## src/rtl/lpad_pkg.sv

```systemverilog
// Package: shared encodings for the landing-pad checker.
// Assumes 32-bit instruction words and the standard two-bit privilege code.
package lpad_pkg;
    localparam int ILEN = 32;
    localparam logic [6:0] OPC_AUIPC = 7'b0010111;

    typedef enum logic [1:0] {
        PRIV_U   = 2'b00,
        PRIV_S   = 2'b01,
        PRIV_RSV = 2'b10,
        PRIV_M   = 2'b11
    } priv_e;
endpackage

```

## src/rtl/lpad_decode.sv

```systemverilog
// Module: recognises a landing-pad marker and compares its label.
// Assumes the label sits in instruction bits [ILEN-1:ILEN-LBL_W].
module lpad_decode
    import lpad_pkg::*;
#(
    parameter int LBL_W = 20
) (
    input  logic [ILEN-1:0]  insn,
    input  logic [LBL_W-1:0] x7_hi,
    output logic             pad_ok
);
    localparam int LBL_LSB = ILEN - LBL_W;

    logic             is_pad;
    logic [LBL_W-1:0] label;

    // Split the word into opcode, rd and label, and decide whether the pad is accepted.
    always_comb begin
        label  = insn[ILEN-1:LBL_LSB];
        is_pad = (insn[6:0] == OPC_AUIPC) && (insn[11:7] == 5'd0);
        pad_ok = is_pad && ((label == '0) || (label == x7_hi));
    end
endmodule

```

## src/rtl/lpad_mode_gate.sv

```systemverilog
// Module: selects the check enable that belongs to the current privilege.
// Assumes M mode and the reserved code are never checked.
module lpad_mode_gate
    import lpad_pkg::*;
(
    input  logic [1:0] priv,
    input  logic       en_user,
    input  logic       en_super,
    output logic       mode_en
);
    // Map the privilege code onto its enable bit.
    always_comb begin
        unique case (priv_e'(priv))
            PRIV_U:  mode_en = en_user;
            PRIV_S:  mode_en = en_super;
            default: mode_en = 1'b0;
        endcase
    end
endmodule

```

## src/rtl/lpad_track.sv

```systemverilog
// Module: holds the expected-landing-pad flag and registers the violation.
// Assumes a retire and a trap may fall in the same cycle, and the trap wins for arming.
module lpad_track #(
    parameter int             CAUSE_W   = 4,
    parameter logic [CAUSE_W-1:0] CAUSE_VAL = 4'd2
) (
    input  logic               clk,
    input  logic               rst_n,
    input  logic               ret_valid,
    input  logic               ret_is_ind,
    input  logic               mode_en,
    input  logic               pad_ok,
    input  logic               trap_entry,
    output logic               viol_valid,
    output logic [CAUSE_W-1:0] viol_cause
);
    logic expect_q;
    logic fault;

    // A fault is a retire, while a pad is expected, that is not an accepted pad.
    always_comb fault = ret_valid && expect_q && !pad_ok;

    // Update the one-deep expectation on each retire and cancel it on trap entry.
    always_ff @(posedge clk) begin
        if (!rst_n)          expect_q <= 1'b0;
        else if (trap_entry) expect_q <= 1'b0;
        else if (ret_valid)  expect_q <= ret_is_ind && mode_en;
    end

    // Register the violation pulse and its cause.
    always_ff @(posedge clk) begin
        if (!rst_n) begin
            viol_valid <= 1'b0;
            viol_cause <= '0;
        end else begin
            viol_valid <= fault;
            viol_cause <= fault ? CAUSE_VAL : '0;
        end
    end
endmodule

```

## src/rtl/lpad_guard.sv

```systemverilog
// Module: top level of the forward-edge landing-pad checker.
// Assumes one retire per cycle at most, with x7_hi valid in the same cycle.
module lpad_guard
    import lpad_pkg::*;
#(
    parameter int             LBL_W     = 20,
    parameter int             CAUSE_W   = 4,
    parameter logic [CAUSE_W-1:0] CAUSE_VAL = 4'd2
) (
    input  logic               clk,
    input  logic               rst_n,
    input  logic               ret_valid,
    input  logic [31:0]        ret_insn,
    input  logic               ret_is_ind,
    input  logic [LBL_W-1:0]   x7_hi,
    input  logic [1:0]         priv,
    input  logic               en_user,
    input  logic               en_super,
    input  logic               trap_entry,
    output logic               viol_valid,
    output logic [CAUSE_W-1:0] viol_cause
);
    logic pad_ok;
    logic mode_en;

    lpad_decode #(.LBL_W(LBL_W)) u_dec (
        .insn   (ret_insn),
        .x7_hi  (x7_hi),
        .pad_ok (pad_ok)
    );

    lpad_mode_gate u_gate (
        .priv     (priv),
        .en_user  (en_user),
        .en_super (en_super),
        .mode_en  (mode_en)
    );

    lpad_track #(.CAUSE_W(CAUSE_W), .CAUSE_VAL(CAUSE_VAL)) u_trk (
        .clk        (clk),
        .rst_n      (rst_n),
        .ret_valid  (ret_valid),
        .ret_is_ind (ret_is_ind),
        .mode_en    (mode_en),
        .pad_ok     (pad_ok),
        .trap_entry (trap_entry),
        .viol_valid (viol_valid),
        .viol_cause (viol_cause)
    );
endmodule

```

## config.mk

```make
export PLATFORM = sky130hd
export DESIGN_NAME = lpad_guard
export DESIGN_NICKNAME = d
export VERILOG_FILES = /design/src/rtl/lpad_pkg.sv /design/src/rtl/lpad_decode.sv /design/src/rtl/lpad_mode_gate.sv /design/src/rtl/lpad_track.sv /design/src/rtl/lpad_guard.sv
export SDC_FILE = /design/constraint.sdc
export NUM_CORES = 1
export LEC_CHECK = 0
export ABC_AREA = 0
export BUFFER_PORTS_ARGS = -buffer_cell sky130_fd_sc_hd__clkbuf_2
export CORE_AREA = 2 2 44 46
export DETAILED_ROUTE_END_ITERATION = 8
export DIE_AREA = 0 0 46 48
export PLACE_DENSITY = 0.73
export SETUP_SLACK_MARGIN = 0.2
export SYNTH_ARGS = -nofsm -noshare
export SYNTH_HDL_FRONTEND = slang
export SYNTH_SLANG_ARGS = --single-unit
```

## constraint.sdc

```tcl
create_clock -name clk -period 1.14 [get_ports clk]
set_clock_uncertainty 0.05 [all_clocks]
set_input_delay 0.228 -clock clk [delete_from_list [all_inputs] [get_ports clk]]
set_output_delay 0.228 -clock clk [all_outputs]
set_load 0.05 [all_outputs]
```

# Word-level counts from Yosys, hierarchy flattened
# Cells that the tools add are included.
# totals
register_bits	6
latchBits	0
mem_bits_rw	0
romBits	0
inputBits	61
out_inout_bits	5
elab_cells	20
mem_count	0
# classes
addsub	0
n_mul	0
div	0
magnitude_cmp	0
eq_ne	3
n_shift	0
n_mux	2
n_bitwise	1
n_reduce_logical	11
# op_table
cell	count
20-bit == test	1
20-bit logical NOT	1
7-bit by 5-bit == test with 1-bit output (second input constant)	1
1-bit logical AND	5
5-bit logical NOT	1
2-bit by 1-bit == test with 1-bit output (second input constant)	1
2-bit logical NOT	1
2-bit two-way mux	1
1-bit case mux with 2 select lines	1
2-bit OR reduction	1
1-bit logical NOT	1
1-bit logical OR	1
1-bit inverter	1

# Depth between registers and ports, before layout
# Gate-level depths: netlist of the first run.
# logic_depth
ltp_word	6
ltp_mapped	5
mapped_depth_nobuf	5

# Hierarchy
# Synthesis of the first run repeated with hierarchy kept, for this count alone.
# hier_totals
cells_unflattened	53
area_unflattened_um2	429.2
# by_module_without_submodules
mod	instances	cells_each	area_per_inst_um2	seq_area_each_um2
lpad_decode	1	39	302.8	0.0
lpad_track	1	12	112.6	40.0
lpad_mode_gate	1	2	13.8	0.0

# Worst setup path before layout of the first run
# No wires, ideal clock.
# synth_timing
kind	flip-flop to output port
startpoint	register u_trk.viol_cause[1]
endpoint	output port viol_cause[1]
arrival_time_ps	894
t_required_ps	862
path_slack_ps	-32
stages_incl_launch_ff	2
path_buffers	1
path_cell_list	dfxtp_1 -> buf_4
# synth_rtl
element	line_no	text
start, declared	lpad_track.sv:15	output logic [CAUSE_W-1:0] viol_cause
start signal, assigned	lpad_track.sv:37	viol_cause <= fault ? CAUSE_VAL : '0;
end, declared	lpad_guard.sv:21	output logic [CAUSE_W-1:0] viol_cause
# No word-level cell between the ends.

# Worst setup path in the final report of the first run
# layout_timing
startpoint	input port ret_insn[5]
endpoint	register u_trk.viol_cause[1]
# layout_via
elab_chain_cells	6
# layout_rtl
element	line_no	text
start, declared	lpad_guard.sv:13	input logic [31:0] ret_insn,
7-bit by 5-bit == test with 1-bit output	lpad_decode.sv:20	is_pad = (insn[6:0] == OPC_AUIPC) && (insn[11:7] == 5'd0);
1-bit logical AND	lpad_decode.sv:20	
1-bit logical AND	lpad_decode.sv:21	pad_ok = is_pad && ((label == '0) || (label == x7_hi));
1-bit logical NOT	lpad_track.sv:21	always_comb fault = ret_valid && expect_q && !pad_ok;
1-bit logical AND	lpad_track.sv:21	
2-bit two-way mux	lpad_track.sv:37	
# Every way passes these cells.
# A chain may end at the register's enable or synchronous reset.

==> out/qor.yml, run 1 <==
ys_ff_latch: 2
cp.required_ps: 1190
hold_viol_final: 0
timing.critical_path.buf_inv: 1
p_leak_nw: 0.457
first_pass_iters: 4
io_pins: 66
die_w_um: 46
num-fill-cells: 165
drc: 0
routed_wl_mm: 1.49
cp-endpoint: "u_trk.viol_cause[1]"
ys_top_cells_by_count: "xor2_1, nor4_1, buf_4, nand2_1, nand3_1"
grt_antenna_before_repair: 0
die-height_um: 48
synth_area_leaders: "xor2_1, nor4_1, dfxtp_1"
drt_iter0_drc: 12
yosysMostFrequentCell: "xor2_1"
seq_area_frac_synth_pct: 9.64
slowest_delay_ps: 520
reg2reg_slack_ps: 480
numCtsBuffers: 3
overflow: 0
path_cells: "clkbuf_2 > or4_4 > nor3_2 > a21oi_1"
synth.avg_cell_area_um2: 7.69
cts_max_level: 1
use_met3_pct: 2.26
area_delta_synth_final_pct: 115
post-route-period-util_pct: 92.5
layout_min_cycle_time_ps: 1050
clock-sinks: 2
syn_inst: 54
gr-usage-all-layers_pct: 13.8
final.setup.worst_slack_ps: 85.7
crit_type: "primary input to flop"
finalMaxSlewViolations: 0
grt_max_degree: 4
hold_path_class: "primary input to flop"
gp_congestion: 0.595
final_area_um2: 895
place_hpwl_mm: 1.34
critPathArrivalTime_ps: 1110
setup_viol: 0
cts_root_buf: "clkbuf_4"
placed_area_um2: 768
r2r_end: "u_trk.expect_q"
dp_slack_ps: -215
powerDensity_nw_per_um2: 542
portBuffers: 62
synth_enable_flop_cells: 0
detail-route-antenna-nets: 0
startpoint_type: "primary input"
grt_use_met2_pct: 24.7
viasPerCell: 4.42
grt_pass1_wl_mm: 2.13
path_clk_slew_ps: 30
crit_slowest_cell: "or4_4"
grt-busiest-layer: "met2"
status: "completed"
cts_tree: "yes"
routedWlPerCell_um: 10.7
timing.rr.start: "u_trk.expect_q"
peakVddDrop_mv: 0.230
fin_nets: 185
end_kind: "flop"
rr_worst_depth: 2
start_util_pct: 24.6
use_met1_pct: 16.3
dieArea_um2: 2210
core-area_um2: 1690
diodes: 0
cts_buffer_depth: 2
cp-startpoint: "ret_insn[5]"
path_depth: 4
post_cts_buffers: 0
fmax_mhz: 948
ys.flop_type: "dfxtp_1"
clkLatencyLatePin_ps: 220
synthDistinctLibCells: 16
synth.largest_area_cell: "xor2_1"
drive_gt1_share_pct: 67.2
syn_area_um2: 415
synth_top_area_share_pct: 42.2
ctsHoldBuffers: 0
critPathMaxFanout: 1
rsz0062_at_grt: "yes"
num_rows: 15
grt_pass1_vias: 563
crit_family: "simple AND/OR/NAND/NOR gates"
yosys_warnings: 0
vias: 615
async_flop_share_pct: 0
cap_violations: 0
## worst min-delay path by stage
| stage | end | cells past startpoint | start | slack, ps |
|---|---|---|---|---|
| after global routing | u_trk.expect_q | 2 | trap_entry | 130 |
| after global placement | u_trk.expect_q | 2 | trap_entry | 340 |
| after floorplan | u_trk.expect_q | 1 | trap_entry | 250 |
| after detailed placement | u_trk.expect_q | 2 | trap_entry | 350 |
| final | u_trk.expect_q | 2 | trap_entry | 110 |
| after CTS | u_trk.expect_q | 2 | trap_entry | 110 |
## timing repair
item / in CTS / in global routing
endpoints found under the setup margin: 3 / 3
pin swaps: 9 / 11
gates resized for setup: 6 / 18
## stage by stage
stage | total power [mW] | hold WS (ps) | instances | setup TNS (ps) | util [%]
global route | 0.518 | 127 | 139 | 0 | 53.0
CTS | 0.471 | 105 | 139 | 0 | 48.6
detailed placement | 0.302 | 345 | 136 | -215 | 45.5
floorplan | 0.166 | 254 | 56 | -4.71 | -
global placement | 0.297 | 340 | 136 | -239 | 45.5
finish | 0.485 | 113 | 139 | 0 | 53.0
## where the power goes
part | internal, mW | switching (mW)
Clock | 0.116 | 0.0391
Sequential | 0.0712 | 0.000391
Combinational | 0.140 | 0.119
Total | 0.327 | 0.158
## layout by cell type (no fill, tap or decap)
master,synthesis,final
nor3_1,2,1
nor3_2,0,1
buf_4,4,5
xor2_2,0,2
xor2_1,20,18
nand2_1,3,3
or4_4,1,1
nand3_1,3,3
or4b_1,1,1
buf_8,0,2
inv_1,1,1
dfxtp_2,0,1
conb_1,1,3
dfxtp_1,2,1
nand4b_1,1,1
clkbuf_2,0,56
clkbuf_4,0,3
o22ai_2,0,1
mux2i_1,1,1
buf_6,0,4
nor4_1,10,4
a21oi_1,2,2
nor4_2,0,6
nor3b_1,1,1
## state kept, by name, indices dropped and copies added (netlist names)
register	cells
u_trk.viol_cause	1
u_trk.expect_q	1
## kinds of logic after synthesis
group / count (synthesis) / synth area share (%)
compound gates: 3 / 3.92
flops: 2 / 9.64
mux: 1 / 2.41
buf+inv: 5 / 8.13
xor+xnor: 20 / 42.2
other cells: 1 / 0.903
simple gates: 22 / 32.8
## final cells by class
class                   instances  area, um2  share of cell area, %
well taps                      17       21.3                   2.38
flip-flops and latches          2       41.3                   4.62
clock buffers                   3       22.5                   2.52
inverters                       1       3.75                  0.420
multi-input cells              49        413                   46.2
repair buffers                 67        393                   43.9
## routing by layer
layer,vias to the layer above,part of all wire [%]
met5,-,0
met3,0,8.2
li1,326,-
met2,41,54
met1,248,38
met4,0,0
(Power assumes the default switching activity.)
==> run 2, diff against run 1 <==
--- a/config.mk
+++ b/config.mk
@@ -7,9 +7,9 @@
 export LEC_CHECK = 0
 export ABC_AREA = 0
 export BUFFER_PORTS_ARGS = -buffer_cell sky130_fd_sc_hd__clkbuf_2
-export CORE_AREA = 2 2 44 46
+export CORE_AREA = 2 2 46 44
 export DETAILED_ROUTE_END_ITERATION = 8
-export DIE_AREA = 0 0 46 48
+export DIE_AREA = 0 0 48 46
 export PLACE_DENSITY = 0.73
 export SETUP_SLACK_MARGIN = 0.2
 export SYNTH_ARGS = -nofsm -noshare
==> run 2 against run 1 <==
Against the previous run: register-to-register slack hardly changed; final cell count grew 5.0%; combinational power is 5% lower; sequential share of layout area up 0.34 points; wire length rose by 0.94%; non-clock buffer count down 1; maximum frequency hardly changed; sequential power down 3.2%; flip-flop and latch count unchanged; setup slack about the same; die area stayed put; final area fell by 1.3%; largest cell class unchanged; largest power group unchanged.
==> out/qor.yml, run 2 (same netlist as run 1, synthesis figures left out) <==
status: "completed"
portBuffers: 62  # unchanged
grt_antenna_before_repair: 0  # unchanged
clkPwrFrac_pct: 32.4  # +0.4 points
drive_gt1_share_pct: 65.3  # -1.9 points
slowest_delay_ps: 290  # -230 ps
overflow: 0  # unchanged
power_frac_seq_pct: 14.8  # about the same
die-height_um: 46  # -4.2%
diodes: 0  # unchanged
path_clk_slew_ps: 30  # about the same
fmax_mhz: 949  # about the same
peakVddDrop_mv: 0.286  # +25%
dp_slack_ps: -210  # +4.84 ps
rsz0062_at_grt: "yes"
fin_nets: 184  # -0.54%
layout_min_cycle_time_ps: 1050  # -0.471 ps
area_delta_synth_final_pct: 113
core-area_um2: 1780  # +5.6%
drc: 0  # unchanged
io_pins: 66  # unchanged
hold_path_class: "primary input to flop"
cts_max_level: 1  # unchanged
viasPerCell: 4.39  # -0.77%
reg2reg_slack_ps: 470  # about the same
cap_violations: 0  # unchanged
grt_max_degree: 4  # unchanged
final.setup.worst_slack_ps: 86.2  # +0.471 ps
top_regs: "u_trk.expect_q x1, u_trk.viol_cause x1"
numCtsBuffers: 3  # unchanged
cts_buffer_depth: 2  # unchanged
clock-sinks: 2  # unchanged
post-route-period-util_pct: 92.4  # about the same
finalPower_uw: 469  # -3.4%
dieArea_um2: 2210  # unchanged
placed_area_um2: 771  # +0.33%
gp_congestion: 0.678  # +14%
first_pass_iters: 4  # unchanged
critPathArrivalTime_ps: 1100  # about the same
place_hpwl_mm: 1.36  # +1.7%
cts_tree: "yes"
path_cells: "buf_6 > xor2_2 > nor4_2 > nand3_1 > o22ai_2 > a21oi_1"
sw_frac_of_total_pct: 32.5  # -0.13 points
crit_type: "primary input to flop"
detail-route-antenna-nets: 0  # unchanged
cts_root_buf: "clkbuf_4"
cp.required_ps: 1190  # about the same
setup_viol: 0  # unchanged
critPathMaxFanout: 1  # unchanged
layout_commonest_cell: "clkbuf_2"
finalMaxSlewViolations: 0  # unchanged
end_kind: "flop"
routed_wl_mm: 1.51  # +0.94%
num_rows: 15  # unchanged
clkLatencyLatePin_ps: 220  # about the same
gr-usage-all-layers_pct: 14.7  # +0.98 points
p_leak_nw: 0.450  # -1.5%
vias: 641  # +4.2%
grt_pass1_vias: 670  # +19%
drt_iter0_drc: 4  # -8
fin_setup_tns_ps: 0  # unchanged
hold_viol_final: 0  # unchanged
combPwrFrac_pct: 52.8  # -0.5 points
startpoint_type: "primary input"
crit_slowest_cell: "nor4_2"
final_cell_mix: "clkbuf_2, xor2_1, nor4_2, nor4_1, buf_4"
switchingPower_uw: 152  # -3.8%
internal_power_uw: 316  # -3.2%
die_w_um: 48  # +4.3%
powerDensity_nw_per_um2: 531  # -2.2%
final_area_um2: 883  # -1.3%
grt_pass1_wl_mm: 2.28  # +6.8%
post_cts_buffers: 0  # unchanged
routedWlPerCell_um: 10.3  # -3.9%
start_util_pct: 23.3  # -1.3 points
[run 2: changes by cell type in the layout (fill, tap and decap cells not counted), sizes merged]
cell	delta
buf	-4
clkbuf	+3
[run 2: per-stage QoR]
stage | std cells | utilization [%] | hold slack, ps
6_report | 146 | 49.5 | 116
5_1_grt | 146 | 49.5 | 114
4_1_cts | 146 | 46.5 | 109
3_5_place_dp | 143 | 43.2 | 344
3_3_place_gp | 143 | 43.2 | 341
2_1_floorplan | 56 | - | 254
[run 2: critical path: cells and delay by family]
family	cells	cell delay (ps)
and+or+nand+nor	2	410
buffers and inverters	1	100
AOI/OAI and AO/OA	2	200
xor gates and xnor gates	1	170
[run 2: final cells by class]
| class | instances | area [um2] |
|---|---|---|
| fillers | 181 | 900 |
| repair buffers | 66 | 383 |
| flip-flops and latches | 2 | 43.8 |
| clock buffers | 3 | 22.5 |
| inverters | 1 | 3.75 |
| multi-input cells | 49 | 399 |
| well taps | 25 | 31.3 |
[run 2: repair_timing]
| action | in CTS | in global routing |
|---|---|---|
| gates resized for setup | 6 | 13 |
| hold buffers | 0 | 0 |
| setup endpoints to repair | 3 | 3 |
| pin swaps | 2 | 8 |
[run 2: worst paths after layout]
kind / from / cells past startpoint / endpoint
max reg2reg: u_trk.expect_q / 2 / u_trk.expect_q
min: trap_entry / 2 / u_trk.expect_q
min reg2reg: u_trk.expect_q / 2 / u_trk.viol_cause[1]
max: x7_hi[13] / 6 / u_trk.viol_cause[1]
[run 2: power by group through the flow]
| stage | Combinational, mW | Clock [mW] | Sequential [mW] |
|---|---|---|---|
| after global routing | 0.272 | 0.169 | 0.0693 |
| after detailed placement | 0.227 | 0 | 0.0724 |
| final | 0.247 | 0.152 | 0.0693 |
| after global placement | 0.222 | 0 | 0.0723 |
| after floorplan | 0.0929 | 0 | 0.0728 |
| after CTS | 0.233 | 0.161 | 0.0716 |
[run 2: per-layer routing]
metal  share of wire (%)  vias to the layer above  GRT usage [%]
met2                  53                       40           26.4
li1                    -                      326              -
met5                   0                        -              0
met1                  36                      273           14.5
met3                 9.6                        2           2.78
met4                0.80                        0           10.8
==> run 3, diff against run 2 <==
--- a/config.mk
+++ b/config.mk
@@ -7,11 +7,12 @@
 export LEC_CHECK = 0
 export ABC_AREA = 0
 export BUFFER_PORTS_ARGS = -buffer_cell sky130_fd_sc_hd__clkbuf_2
-export CORE_AREA = 2 2 46 44
+export CORE_AREA = 2 2 47 45
 export DETAILED_ROUTE_END_ITERATION = 8
-export DIE_AREA = 0 0 48 46
-export PLACE_DENSITY = 0.73
+export DIE_AREA = 0 0 49 47
+export PLACE_DENSITY = 0.71
 export SETUP_SLACK_MARGIN = 0.2
 export SYNTH_ARGS = -nofsm -noshare
 export SYNTH_HDL_FRONTEND = slang
+export SYNTH_HIERARCHICAL = 1
 export SYNTH_SLANG_ARGS = --single-unit
==> run 3 against run 2 <==
Against the previous run: the flow now finishes with violations (negative setup slack); final cell count fell by 1.4%; die area rose by 4.3%; global-route usage fell by 2.3 points; critical path type unchanged; critical endpoint is now u_trk/viol_cause[1].
==> out/qor.yml, run 3 <==
synth_enable_flop_cells: 0  # unchanged
final_cell_mix: "clkbuf_2, xnor2_1, xor2_1, nor4_1, nand3_1"
seq_area_frac_synth_pct: 9.33  # -0.31 points
ctsHoldBuffers: 0  # unchanged
dieArea_um2: 2300  # +4.3%
fmax_mhz: 862  # -9.1%
drc: 0  # unchanged
powerDensity_nw_per_um2: 571  # +7.5%
drt_iter0_drc: 2  # -2
cp.required_ps: 1210  # +20 ps
grt_max_degree: 4  # unchanged
routedWlPerCell_um: 9.97  # -3.4%
finalMaxSlewViolations: 0  # unchanged
area_delta_synth_final_pct: 103
clkLatencyLatePin_ps: 220  # about the same
layout_commonest_cell: "clkbuf_2"
setup_viol: 1  # +1
peakVddDrop_mv: 0.281  # -2.0%
synth_adder_area_share_pct: 0  # unchanged
grt_antenna_before_repair: 0  # unchanged
cap_violations: 0  # unchanged
viasPerCell: 4.26  # -2.9%
vias: 614  # -4.2%
grt_pass1_wl_mm: 2.24  # -1.8%
first_pass_iters: 4  # unchanged
cts_root_buf: "clkbuf_4"
dr_wl_met2_um: 692  # -13%
p_leak_nw: 0.434  # -3.5%
cts_buffer_depth: 2  # unchanged
synth-simple-area-share_pct: 36.4  # +3.6 points
gp_congestion: 0.676  # -0.24%
yosysMostFrequentCell: "xnor2_1"
status: "finished, violations left"
syn_area_um2: 429  # +3.3%
cts_max_level: 1  # unchanged
ys_top_cells_by_count: "xnor2_1, xor2_1, nor4_1, buf_4, nand3_1"
critPathArrivalTime_ps: 1230  # +130 ps
numCtsBuffers: 3  # unchanged
hold_path_depth: 3  # +1
rr_worst_depth: 1  # -1
synth_xor_area_share_pct: 40.8  # -1.4 points
synth_compound_area_share_pct: 3.21  # -0.71 points
io_pins: 66  # unchanged
startpoint_type: "primary input"
wl_met3_um: 125  # -13%
finalPower_uw: 497  # +6.0%
post_cts_buffers: 0  # unchanged
post-route-period-util_pct: 102  # +9.3 points
violations: "negative setup slack"
gr-usage-all-layers_pct: 12.4  # -2.3 points
met1_length_um: 617  # +12%
layout_min_cycle_time_ps: 1160  # +106 ps
synth_area_leaders: "xnor2_1, xor2_1, dfxtp_1"
synth_mux_area_share_pct: 2.33  # -0.077 points
fin_setup_tns_ps: -19.8  # -19.8 ps
syn_inst: 53  # -1.9%
drive_gt1_share_pct: 64.7  # -0.58 points
end_kind: "flop"
ys.flop_type: "dfxtp_1"
critPathMaxFanout: 2  # +1
synth.largest_area_cell: "xnor2_1"
place_hpwl_mm: 1.30  # -4.5%
async_flop_share_pct: 0  # unchanged
yosys_warnings: 6  # +6
die-height_um: 47  # +2.2%
highest_layer: "met3"
path_clk_slew_ps: 40  # about the same
die_w_um: 49  # +2.1%
top_regs: "u_trk/expect_q x1, u_trk/viol_cause x1"
core-area_um2: 1820  # +2.1%
rsz0062_at_grt: "yes"
clock-sinks: 2  # unchanged
num_rows: 15  # unchanged
crit_type: "primary input to flop"
hold_viol_final: 0  # unchanged
ys_ff_latch: 2  # unchanged
synth_top_family_by_area: "XOR/XNOR gates"
detail-route-antenna-nets: 0  # unchanged
cts_tree: "yes"
overflow: 0  # unchanged
grt_pass1_vias: 591  # -12%
start_util_pct: 23.6  # +0.28 points
final.setup.worst_slack_ps: -19.8  # -106 ps
diodes: 0  # unchanged
routed_wl_mm: 1.44  # -4.7%
synth_top_area_share_pct: 24.5  # -18 points
hold_path_class: "primary input to flop"
portBuffers: 62  # unchanged
utilization_pct: 47.8  # -1.7 points
num-fill-cells: 186  # +2.8%
synth.avg_cell_area_um2: 8.10  # +5.3%
synthDistinctLibCells: 20  # +4
fin_nets: 181  # -1.6%
## run 3: changes by cell type in the layout (fill, tap and decap cells not counted), sizes merged, moves of 2 or more
cell / previous run / this run
buf: 7 / 2
clkbuf: 62 / 66
nand2: 3 / 0
nand2b: 0 / 2
nand4: 0 / 3
nor4: 10 / 7
nor4b: 0 / 2
xnor2: 0 / 12
xor2: 20 / 8
## run 3: power breakdown
part	internal (mW)	switching [mW]	total (mW)	leakage (nW)
clock network	0.130	0.0481	0.179	0.0150
logic	0.138	0.111	0.249	0.402
registers	0.0688	0.000509	0.0693	0.0169
## run 3: area by class of cell
type | instances | area (um2) | area share [%]
multi-input combinational | 49 | 404 | 46.4
timing repair buffer | 64 | 365 | 42.0
sequential | 2 | 43.8 | 5.03
tap | 25 | 31.3 | 3.59
clock buffer | 4 | 26.3 | 3.02
## run 3: worst max-delay path, cell delays in order
cell and delay [ps]:
clkbuf_2 110, nor4_1 290, and3_1 190, nand3_1 80, a21oi_2 140, and4b_1 190
## run 3: metal layers
metal	up-vias	track usage [%]
li1	320	-
met1	257	16.0
met2	37	21.6
met3	0	1.59
met4	0	5.14
met5	-	0
## run 3: kinds of logic after synthesis
| family | count (synthesis) |
|---|---|
| AO/OA/AOI/OAI | 2 |
| XOR/XNOR | 20 |
| buffers and inverters | 4 |
| flip-flops | 2 |
| multiplexers | 1 |
| other | 1 |
| AND/OR/NAND/NOR | 23 |
## run 3: through the flow
stage	instance area, um2	hold WS, ps	setup slack [ps]	cells
6_report	871	211	-19.8	144
2_1_floorplan	440	321	-31.3	55
3_5_place_dp	767	408	-319	140
4_1_cts	845	199	-36.4	144
3_3_place_gp	767	407	-314	140
5_1_grt	871	216	-108	144
## run 3: what timing repair did
item,CTS,global route
gates resized for setup,8,4
endpoints found under the setup margin,3,3
pin swaps,0,2
## run 3: final timing paths
kind                          to  slack, ps            from
min reg2reg       u_trk/expect_q        420  u_trk/expect_q
max reg2reg  u_trk/viol_cause[1]        480  u_trk/expect_q
max          u_trk/viol_cause[1]        -20    ret_insn[28]
min               u_trk/expect_q        210           rst_n
